<file path="config.mk">
export PLATFORM = sky130hd
export DESIGN_NAME = audio_serial_rx
export DESIGN_NICKNAME = d
export VERILOG_FILES = /design/src/rtl/asr_pkg.sv /design/src/rtl/asr_chan_track.sv /design/src/rtl/asr_len_ctrl.sv /design/src/rtl/asr_capture.sv /design/src/rtl/audio_serial_rx.sv
export SDC_FILE = /design/constraint.sdc
export NUM_CORES = 1
export LEC_CHECK = 0
export BUFFER_PORTS_ARGS = -buffer_cell sky130_fd_sc_hd__buf_2
export CORE_MARGIN = 2
export CORE_UTILIZATION = 53
export CTS_CLUSTER_DIAMETER = 150
export DETAILED_ROUTE_END_ITERATION = 8
export PLACE_DENSITY_LB_ADDON = 0.08
export SLEW_MARGIN = 30
export SYNTH_ARGS = -nofsm -noshare
export SYNTH_HDL_FRONTEND = slang
export SYNTH_SLANG_ARGS = --single-unit
export TNS_END_PERCENT = 5
</file>
<file path="constraint.sdc">
create_clock -name bclk -period 2.03 [get_ports bclk]
set_input_delay 0.203 -clock bclk [delete_from_list [all_inputs] [get_ports bclk]]
set_output_delay 0.203 -clock bclk [all_outputs]
set_load 0.01 [all_outputs]
</file>
<file path="src/rtl/asr_pkg.sv">
package asr_pkg;

    typedef enum logic [1:0] {
        ST_SYNC  = 2'd0,
        ST_LEFT  = 2'd1,
        ST_RIGHT = 2'd2
    } rx_state_t;

    localparam logic [1:0] FMT_I2S  = 2'd0;
    localparam logic [1:0] FMT_MSBJ = 2'd1;

    localparam logic [1:0] WLEN_SHORT = 2'd0;
    localparam logic [1:0] WLEN_MID   = 2'd1;

endpackage

</file>
<file path="src/rtl/asr_chan_track.sv">
module asr_chan_track (
    input  logic bclk,
    input  logic rst_n,
    input  logic ws_i,
    input  logic is_i2s_i,
    output logic lft_o,
    output logic bnd_o
);
    logic ws_q;
    logic lft_q;

    // In I2S the channel of a bit follows the word-select of the previous edge.
    always_comb begin
        if (is_i2s_i) lft_o = ~ws_q;
        else          lft_o = ws_i;
    end

    assign bnd_o = lft_o ^ lft_q;

    always_ff @(posedge bclk or negedge rst_n) begin
        if (!rst_n) begin
            ws_q  <= 1'b0;
            lft_q <= 1'b0;
        end else begin
            ws_q  <= ws_i;
            lft_q <= lft_o;
        end
    end
endmodule

</file>
<file path="src/rtl/asr_len_ctrl.sv">
module asr_len_ctrl #(
    parameter int SAMPLE_W  = 20,
    parameter int LEN_SHORT = 16,
    parameter int LEN_MID   = 18,
    parameter int LEN_W     = $clog2(SAMPLE_W + 1)
) (
    input  logic             bclk,
    input  logic             rst_n,
    input  logic             is_lsb_i,
    input  logic [1:0]       wlen_i,
    input  logic             pin_mode_i,
    output logic [LEN_W-1:0] eff_len_o,
    output logic             len_err_o
);
    import asr_pkg::*;

    logic bad_req;

    always_comb begin
        unique case (wlen_i)
            WLEN_SHORT: eff_len_o = LEN_W'(LEN_SHORT);
            WLEN_MID:   eff_len_o = pin_mode_i ? LEN_W'(SAMPLE_W) : LEN_W'(LEN_MID);
            default:    eff_len_o = LEN_W'(SAMPLE_W);
        endcase
    end

    assign bad_req = is_lsb_i & pin_mode_i & (wlen_i == WLEN_MID);

    always_ff @(posedge bclk or negedge rst_n) begin
        if (!rst_n) len_err_o <= 1'b0;
        else        len_err_o <= len_err_o | bad_req;
    end

    assert_err_sticky_R8: assert property (@(posedge bclk) disable iff (!rst_n)
        len_err_o |=> len_err_o);

    assert_err_cause_R8: assert property (@(posedge bclk) disable iff (!rst_n)
        $rose(len_err_o) |-> $past(bad_req));
endmodule

</file>
<file path="src/rtl/asr_capture.sv">
module asr_capture #(
    parameter int SAMPLE_W = 20,
    parameter int LEN_W    = $clog2(SAMPLE_W + 1)
) (
    input  logic                bclk,
    input  logic                rst_n,
    input  logic                sdata_i,
    input  logic                bnd_i,
    input  logic                is_lsb_i,
    input  logic [LEN_W-1:0]    eff_len_i,
    output logic [SAMPLE_W-1:0] word_o
);
    localparam int CNT_W = $clog2(SAMPLE_W + 1);
    localparam logic [CNT_W-1:0] CNT_MAX  = CNT_W'(SAMPLE_W);
    localparam logic [CNT_W-1:0] LAST_IDX = CNT_W'(SAMPLE_W - 1);

    logic [SAMPLE_W-1:0] msb_acc;
    logic [SAMPLE_W-1:0] lsb_sh;
    logic [CNT_W-1:0]    cnt;
    logic [CNT_W-1:0]    wr_idx;
    logic [LEN_W-1:0]    pad;
    logic [SAMPLE_W-1:0] keep_mask;
    logic [SAMPLE_W-1:0] lsb_aligned;

    assign wr_idx = LAST_IDX - cnt;

    // MSB-first fill counts bits; LSB window shifts continuously.
    always_ff @(posedge bclk or negedge rst_n) begin
        if (!rst_n) begin
            msb_acc <= '0;
            lsb_sh  <= '0;
            cnt     <= '0;
        end else if (bnd_i) begin
            msb_acc <= {sdata_i, {(SAMPLE_W-1){1'b0}}};
            lsb_sh  <= {{(SAMPLE_W-1){1'b0}}, sdata_i};
            cnt     <= CNT_W'(1);
        end else begin
            lsb_sh <= {lsb_sh[SAMPLE_W-2:0], sdata_i};
            if (cnt < CNT_MAX) begin
                msb_acc[wr_idx] <= sdata_i;
                cnt             <= cnt + CNT_W'(1);
            end
        end
    end

    always_comb begin
        pad         = LEN_W'(SAMPLE_W) - eff_len_i;
        keep_mask   = {SAMPLE_W{1'b1}} >> pad;
        lsb_aligned = (lsb_sh & keep_mask) << pad;
        word_o      = is_lsb_i ? lsb_aligned : msb_acc;
    end

    assert_cnt_bound_R2: assert property (@(posedge bclk) disable iff (!rst_n)
        (cnt == CNT_MAX && !bnd_i) |=> $stable(msb_acc));
endmodule

</file>
<file path="src/rtl/audio_serial_rx.sv">
module audio_serial_rx #(
    parameter int SAMPLE_W  = 20,
    parameter int LEN_SHORT = 16,
    parameter int LEN_MID   = 18
) (
    input  logic                bclk,
    input  logic                rst_n,
    input  logic                ws_i,
    input  logic                sdata_i,
    input  logic [1:0]          fmt_i,
    input  logic [1:0]          wlen_i,
    input  logic                pin_mode_i,
    output logic [SAMPLE_W-1:0] left_o,
    output logic [SAMPLE_W-1:0] right_o,
    output logic                frame_valid_o,
    output logic                len_err_o
);
    import asr_pkg::*;

    localparam int LEN_W = $clog2(SAMPLE_W + 1);

    logic                is_i2s;
    logic                is_lsb;
    logic                lft;
    logic                bnd;
    logic [LEN_W-1:0]    eff_len;
    logic [SAMPLE_W-1:0] word;
    logic [SAMPLE_W-1:0] left_hold;
    rx_state_t           state_q;
    rx_state_t           state_d;

    assign is_i2s = (fmt_i == FMT_I2S);
    assign is_lsb = fmt_i[1];

    asr_chan_track u_track (
        .bclk     (bclk),
        .rst_n    (rst_n),
        .ws_i     (ws_i),
        .is_i2s_i (is_i2s),
        .lft_o    (lft),
        .bnd_o    (bnd)
    );

    asr_len_ctrl #(
        .SAMPLE_W  (SAMPLE_W),
        .LEN_SHORT (LEN_SHORT),
        .LEN_MID   (LEN_MID),
        .LEN_W     (LEN_W)
    ) u_len (
        .bclk       (bclk),
        .rst_n      (rst_n),
        .is_lsb_i   (is_lsb),
        .wlen_i     (wlen_i),
        .pin_mode_i (pin_mode_i),
        .eff_len_o  (eff_len),
        .len_err_o  (len_err_o)
    );

    asr_capture #(
        .SAMPLE_W (SAMPLE_W),
        .LEN_W    (LEN_W)
    ) u_cap (
        .bclk      (bclk),
        .rst_n     (rst_n),
        .sdata_i   (sdata_i),
        .bnd_i     (bnd),
        .is_lsb_i  (is_lsb),
        .eff_len_i (eff_len),
        .word_o    (word)
    );

    always_ff @(posedge bclk or negedge rst_n) begin
        if (!rst_n) state_q <= ST_SYNC;
        else        state_q <= state_d;
    end

    always_comb begin
        state_d = state_q;
        unique case (state_q)
            ST_SYNC:  if (bnd && lft) state_d = ST_LEFT;
            ST_LEFT:  if (bnd)        state_d = ST_RIGHT;
            ST_RIGHT: if (bnd)        state_d = ST_LEFT;
            default:                  state_d = ST_SYNC;
        endcase
    end

    always_ff @(posedge bclk or negedge rst_n) begin
        if (!rst_n) begin
            left_hold     <= '0;
            left_o        <= '0;
            right_o       <= '0;
            frame_valid_o <= 1'b0;
        end else begin
            frame_valid_o <= 1'b0;
            unique case (state_q)
                ST_LEFT: if (bnd) left_hold <= word;
                ST_RIGHT: if (bnd) begin
                    left_o        <= left_hold;
                    right_o       <= word;
                    frame_valid_o <= 1'b1;
                end
                default: ;
            endcase
        end
    end

    assert_pulse_single_R6: assert property (@(posedge bclk) disable iff (!rst_n)
        frame_valid_o |=> !frame_valid_o);

    assert_pulse_in_left_R6: assert property (@(posedge bclk) disable iff (!rst_n)
        frame_valid_o |-> (state_q == ST_LEFT));

    assert_outputs_hold_R6: assert property (@(posedge bclk) disable iff (!rst_n)
        !frame_valid_o |-> ($stable(left_o) && $stable(right_o)));

    assert_no_pulse_in_sync_R9: assert property (@(posedge bclk) disable iff (!rst_n)
        (state_q == ST_SYNC) |=> !frame_valid_o);
endmodule

</file>
# Word level (Yosys, flattened, before mapping)
# Index checks and enable logic that the tools add are counted.
# classes
n_addsub,3
order_cmp,3
n_eq_ne,6
n_shift,2
n_mux,18
n_bitwise,6
reduce_logical,9
# ops
cell,count
2-to-1 mux 20 bit,4
AND 20 bit,1
bitwise mux 20 bit,1
<< shifter 20 x 5 -> 20 bit,1
right shift 20 x 5 -> 20 bit (first input constant),1
2-to-1 mux 5 bit,2
case mux 5 bit (2 select lines),1
subtractor 5 bit (first input constant),2
logical NOT 2 bit,3
less-than comparator 5 x 6 -> 1 bit (second input constant),1
2-to-1 mux 2 bit,3
inequality test 2 bit (second input constant),3
case mux 2 bit (3 select lines),1
adder 5 x 1 -> 5 bit (second input constant),1
demux 1 bit (select 5 bit),1
>= comparator 5 x 1 -> 1 bit (second input constant),1
less-than comparator 5 bit (second input constant),1
== test 2 x 1 -> 1 bit (second input constant),2
2-to-1 mux 1 bit,4
AND reduction 2 bit,2
2-to-1 mux 3 bit,1
AND reduction 3 bit,1
AND 1 bit,2
== test 2 bit (second input constant),1
5 further kinds,6
# word_totals
register_bits,111

# Logic depth before layout (Yosys ltp)
# depth
depth_word,8
mapped_depth,11

# Modules after synthesis
# From an unflattened synthesis, not the netlist that was laid out.
# unflattened
cells_unflattened,607
hier_area_um2,6447.4
# modules_own_cells
mod,instances,cells_each,area_per_inst_um2,seq_area_each_um2
asr_capture,1,453,3682.3,1126.1
audio_serial_rx,1,138,2605.0,1576.5
asr_len_ctrl,1,11,83.8,25.0
asr_chan_track,1,5,76.3,50.0

# Worst setup path before layout
# OpenSTA, ideal clock, no wires.
# synth_timing
kind,input to register
from,input port pin_mode_i
to,register right_o[8]
setup_time_ns,0.095
t_arrival_ns,2.247
required_ns,1.935
path_slack_ns,-0.312
path_stages,10
cell_sequence,or3b_1 buf_6 inv_4 buf_6 ha_1 clkbuf_1 clkinv_1 nor4_1 a211oi_2 o31ai_1
# synth_via
elab_chain_len,7
# synth_rtl
item,line_no,rtl
start: declaration,audio_serial_rx.sv:12,"input logic pin_mode_i,"
2-to-1 mux 3 bit (*),asr_len_ctrl.sv:22,WLEN_MID: eff_len_o = pin_mode_i ? LEN_W'(SAMPLE_W) : LEN_W'(LEN_MID);
case mux 5 bit (2 select lines) (*),asr_len_ctrl.sv:20,unique case (wlen_i)
subtractor 5 bit (*),asr_capture.sv:47,pad = LEN_W'(SAMPLE_W) - eff_len_i;
right shift 20 x 5 -> 20 bit,asr_capture.sv:48,keep_mask = {SAMPLE_W{1'b1}} >> pad;
AND 20 bit,asr_capture.sv:49,lsb_aligned = (lsb_sh & keep_mask) << pad;
<< shifter 20 x 5 -> 20 bit (*),asr_capture.sv:49,
2-to-1 mux 20 bit (*),asr_capture.sv:50,word_o = is_lsb_i ? lsb_aligned : msb_acc;
end signal: assignment,audio_serial_rx.sv:99,right_o <= word;
end: declaration,audio_serial_rx.sv:14,"output logic [SAMPLE_W-1:0] right_o,"
# Every way passes the cells marked *; elsewhere a longest branch is shown, timed or not.
# A chain may end at the register's enable or synchronous reset.

# Worst setup path in the final report
# layout_timing
from,register u_track.ws_q
to,register left_hold[16]
# layout_via
elab_chain_len,4
# layout_rtl
item,line_no,rtl
start: declaration,asr_chan_track.sv:9,logic ws_q;
start signal: assignment,asr_chan_track.sv:25,ws_q <= ws_i;
inverter 1 bit,asr_chan_track.sv:14,if (is_i2s_i) lft_o = ~ws_q;
2-to-1 mux 1 bit,asr_chan_track.sv:14,
net lft,audio_serial_rx.sv:24,logic lft;
bitwise XOR 1 bit,asr_chan_track.sv:18,assign bnd_o = lft_o ^ lft_q;
AND reduction 2 bit (no source line),n/a,
end signal: assignment,audio_serial_rx.sv:96,ST_LEFT: if (bnd) left_hold <= word;
end: declaration,audio_serial_rx.sv:28,logic [SAMPLE_W-1:0] left_hold;
# The timed path passes the listed nets, and every way through them passes these cells.

==> flow_metrics.tcl <==
set metrics [dict create \
    status "finished clean" \
    drt-initial-drc-count 217 \
    yosys.area_share.simple 0.221 \
    coreArea_sq_um 9770 \
    ff2ff_path_depth 5 \
    antenna_found_initial 0 \
    grt-ovfl-total 0 \
    wirelength_microns 12300 \
    grt_use_total 0.241 \
    wl_per_cell_microns 16.1 \
    pre_cts_ws_ns -0.227 \
    rows 36 \
    fin_area_sq_um 6310 \
    synthCells 546 \
    gp_congestion 0.954 \
    worst_pin_slew_ns 0.433 \
    htree_num_levels 3 \
    ant_nets 0 \
    synth_most_common_cell "dfrtp_1" \
    crit_arrival_ns 2.18 \
    synth_top_cell_by_area "dfrtp_1" \
    synth_top_family_by_area "simple AND/OR/NAND/NOR gates" \
    drc 0 \
    cts_setup_buffers 0 \
    dr.pass1.iters 4 \
    stdcell_count 762 \
    slowest_stage "or3b_2" \
    clk_latency_ns 0.38 \
    final-setup-viol-count 0 \
    grt_setup_unrepaired "false" \
    fin_worst_skew_ns 0.00808 \
    port_buffers 50 \
    num_antenna_cells 0 \
    multi_input_area_sq_um 2420 \
    critPathKind "reg -> reg" \
    finalMaxSlewViolations 0 \
    via_count 4140 \
    p_leak_uw 0.00303 \
    grt_pass1_vias 3991 \
    clk_pin_slew_ns 0.10 \
    grt_max_degree 47 \
    hold_class "in -> reg" \
    synth_fp_nets 564 \
    die_h_microns 104 \
    synth_area_leaders "dfrtp_1 52%, nand2_1 7.5%, nor2_1 3.7%" \
    hold_viol_final 0 \
    placed_area_sq_um 6050 \
    synthToLayoutAreaGrowth_pct 18.2 \
    vdd_ir_drop_max_mv 0.556 \
    synth-seq-area-share 0.521 \
    start_util 0.546 \
    critPathBufInv 0 \
    layout_setup_ws_ns 0.119 \
    cp-end-kind "flip-flop" \
    crit_required_ns 2.30 \
    vias_per_cell 5.43 \
    synth_top_area_share 0.521 \
    relSlewSlack 0.707 \
    io_pins 51 \
    period_minus_slack_ns 1.91 \
    fillers 824 \
    dieArea_sq_um 10900 \
    fin_hold_ws_ns 0.0841 \
    synth_compound_area_frac 0.130 \
    synth_xor_xnor_area_share 0.00821 \
    drive_gt1_frac 0.234 \
    crit_path_max_incr_delay_ns 0.66 \
    min_path_cells 1 \
    critPathMaxFanout 19 \
    cts_buffers 9 \
    critPathLaunchType "flip-flop" \
    die_w_microns 104 \
    cp_top_family "simple AND/OR/NAND/NOR gates" \
    synth_fa_ha_area_frac 0.0211 \
    cts_tree "yes" \
    synth_common_cells "111 x dfrtp_1, 106 x nand2_1, 53 x nor2_1" \
    hpwl_microns 9150 \
    dp_cells 744 \
    grt_pass1_wl_microns 20700 \
    synthDistinctLibCells 57 \
    netlist_area_sq_um 5340 \
    powerDensity_nw_per_um2 1070 \
    root_buffer "clkbuf_8" \
    yosys_warnings 0 \
    synth_mux_area_frac 0.0612 \
    regArea_sq_um 2780 \
    worst-path-stages 5 \
    synthFlopType "dfrtp_1" \
    syn_area_per_cell_sq_um 9.77 \
    synth_enable_flop_cells 0 \
    layout.nets 642 \
    period_share 0.941 \
    drv_cap 0 \
    synth-async-reset-ratio 1.00 \
    cts_buffer_depth 2 \
    max_freq_mhz 523 \
    crit_chain "a21oi_4, ha_4, or3b_2, a21oi_1, o21ai_0" \
    clock-sinks 111 \
    synth-seq-cells 111 \
]
==> sequential cells by signal (all words and copies together) (netlist names) <==
register	cells
u_cap.cnt	5
right_o	20
u_len.len_err_o	1
state_q	2
left_hold	20
u_track.ws_q	1
u_cap.msb_acc	20
u_track.lft_q	1
u_cap.lsb_sh	20
left_o	20
frame_valid_o	1
==> report_power, final <==
group | total (uW) | switching, uW | internal (uW)
Sequential | 3140 | 346 | 2790
Combinational | 2240 | 1300 | 946
Clock | 1370 | 779 | 587
Total | 6750 | 2420 | 4330
==> worst reg2reg max path, cell delays in order, from the launching register on <==
cell     delay (ns)
dfrtp_1        0.41
a21oi_4        0.21
ha_4           0.24
or3b_2         0.66
a21oi_1        0.20
o21ai_0        0.10
==> timing repair <==
item                       CTS  global route
pin swaps                    1             0
setup endpoints to repair   22            13
gates resized for setup      3             3
hold endpoints to repair    31             0
hold buffers                 2             0
==> per-layer routing <==
layer	track usage	up-vias	wire, microns
li1	-	2054	-
met1	0.347	1974	5890
met2	0.374	93	5570
met3	0.0457	19	577
met4	0.0714	0	218
met5	0	-	0
==> final timing paths <==
check | startpoint | slack, ns | endpoint
min reg2reg | u_len.len_err_o | 0.47 | u_len.len_err_o
max reg2reg | u_track.ws_q | 0.12 | left_hold[16]
max | u_track.ws_q | 0.12 | left_hold[16]
max in group asynchronous | rst_n | 1.02 | left_o[17]
min in group asynchronous | rst_n | 0.32 | left_hold[3]
min | sdata_i | 0.08 | u_cap.lsb_sh[0]
==> per-stage QoR <==
step                 util  setup TNS, ns  power [uW]
floorplan               -         -0.983        4520
global placement    0.619          -3.04        5360
detailed placement  0.619          -5.48        5430
CTS                 0.644              0        6800
global route        0.645              0        7230
finish              0.645              0        6750
==> cells in the final DEF (no fill, tap or decap), types with 12 or more instances in the layout <==
cell type | netlist | routed
o21ai_0 | 14 | 14
mux2i_1 | 18 | 18
nor2_1 | 53 | 53
buf_2 | 3 | 49
nand2_1 | 106 | 106
buf_4 | 0 | 45
and2_1 | 20 | 20
dfrtp_1 | 111 | 111
o31ai_1 | 12 | 12
a21oi_1 | 18 | 16
nand4_1 | 15 | 15
a31oi_1 | 20 | 20
==> area by class of cell <==
class,instances,area share
well taps,133,0.0264
flip-flops and latches,111,0.440
multi-input cells,389,0.384
clock inverters,7,0.0123
clock buffers,9,0.0196
repair buffers,100,0.108
inverters,13,0.00932
==> cell families (layout without fill, tap and decap cells) <==
group	count (synthesis)	in the layout
and+or+nand+nor	247	247
DFF	111	111
AOI/OAI and AO/OA	101	101
buffers and inverters	46	129
muxes	27	27
adders and majority gates	9	9
xor gates and xnor gates	5	5
(Power assumes the default switching activity.)
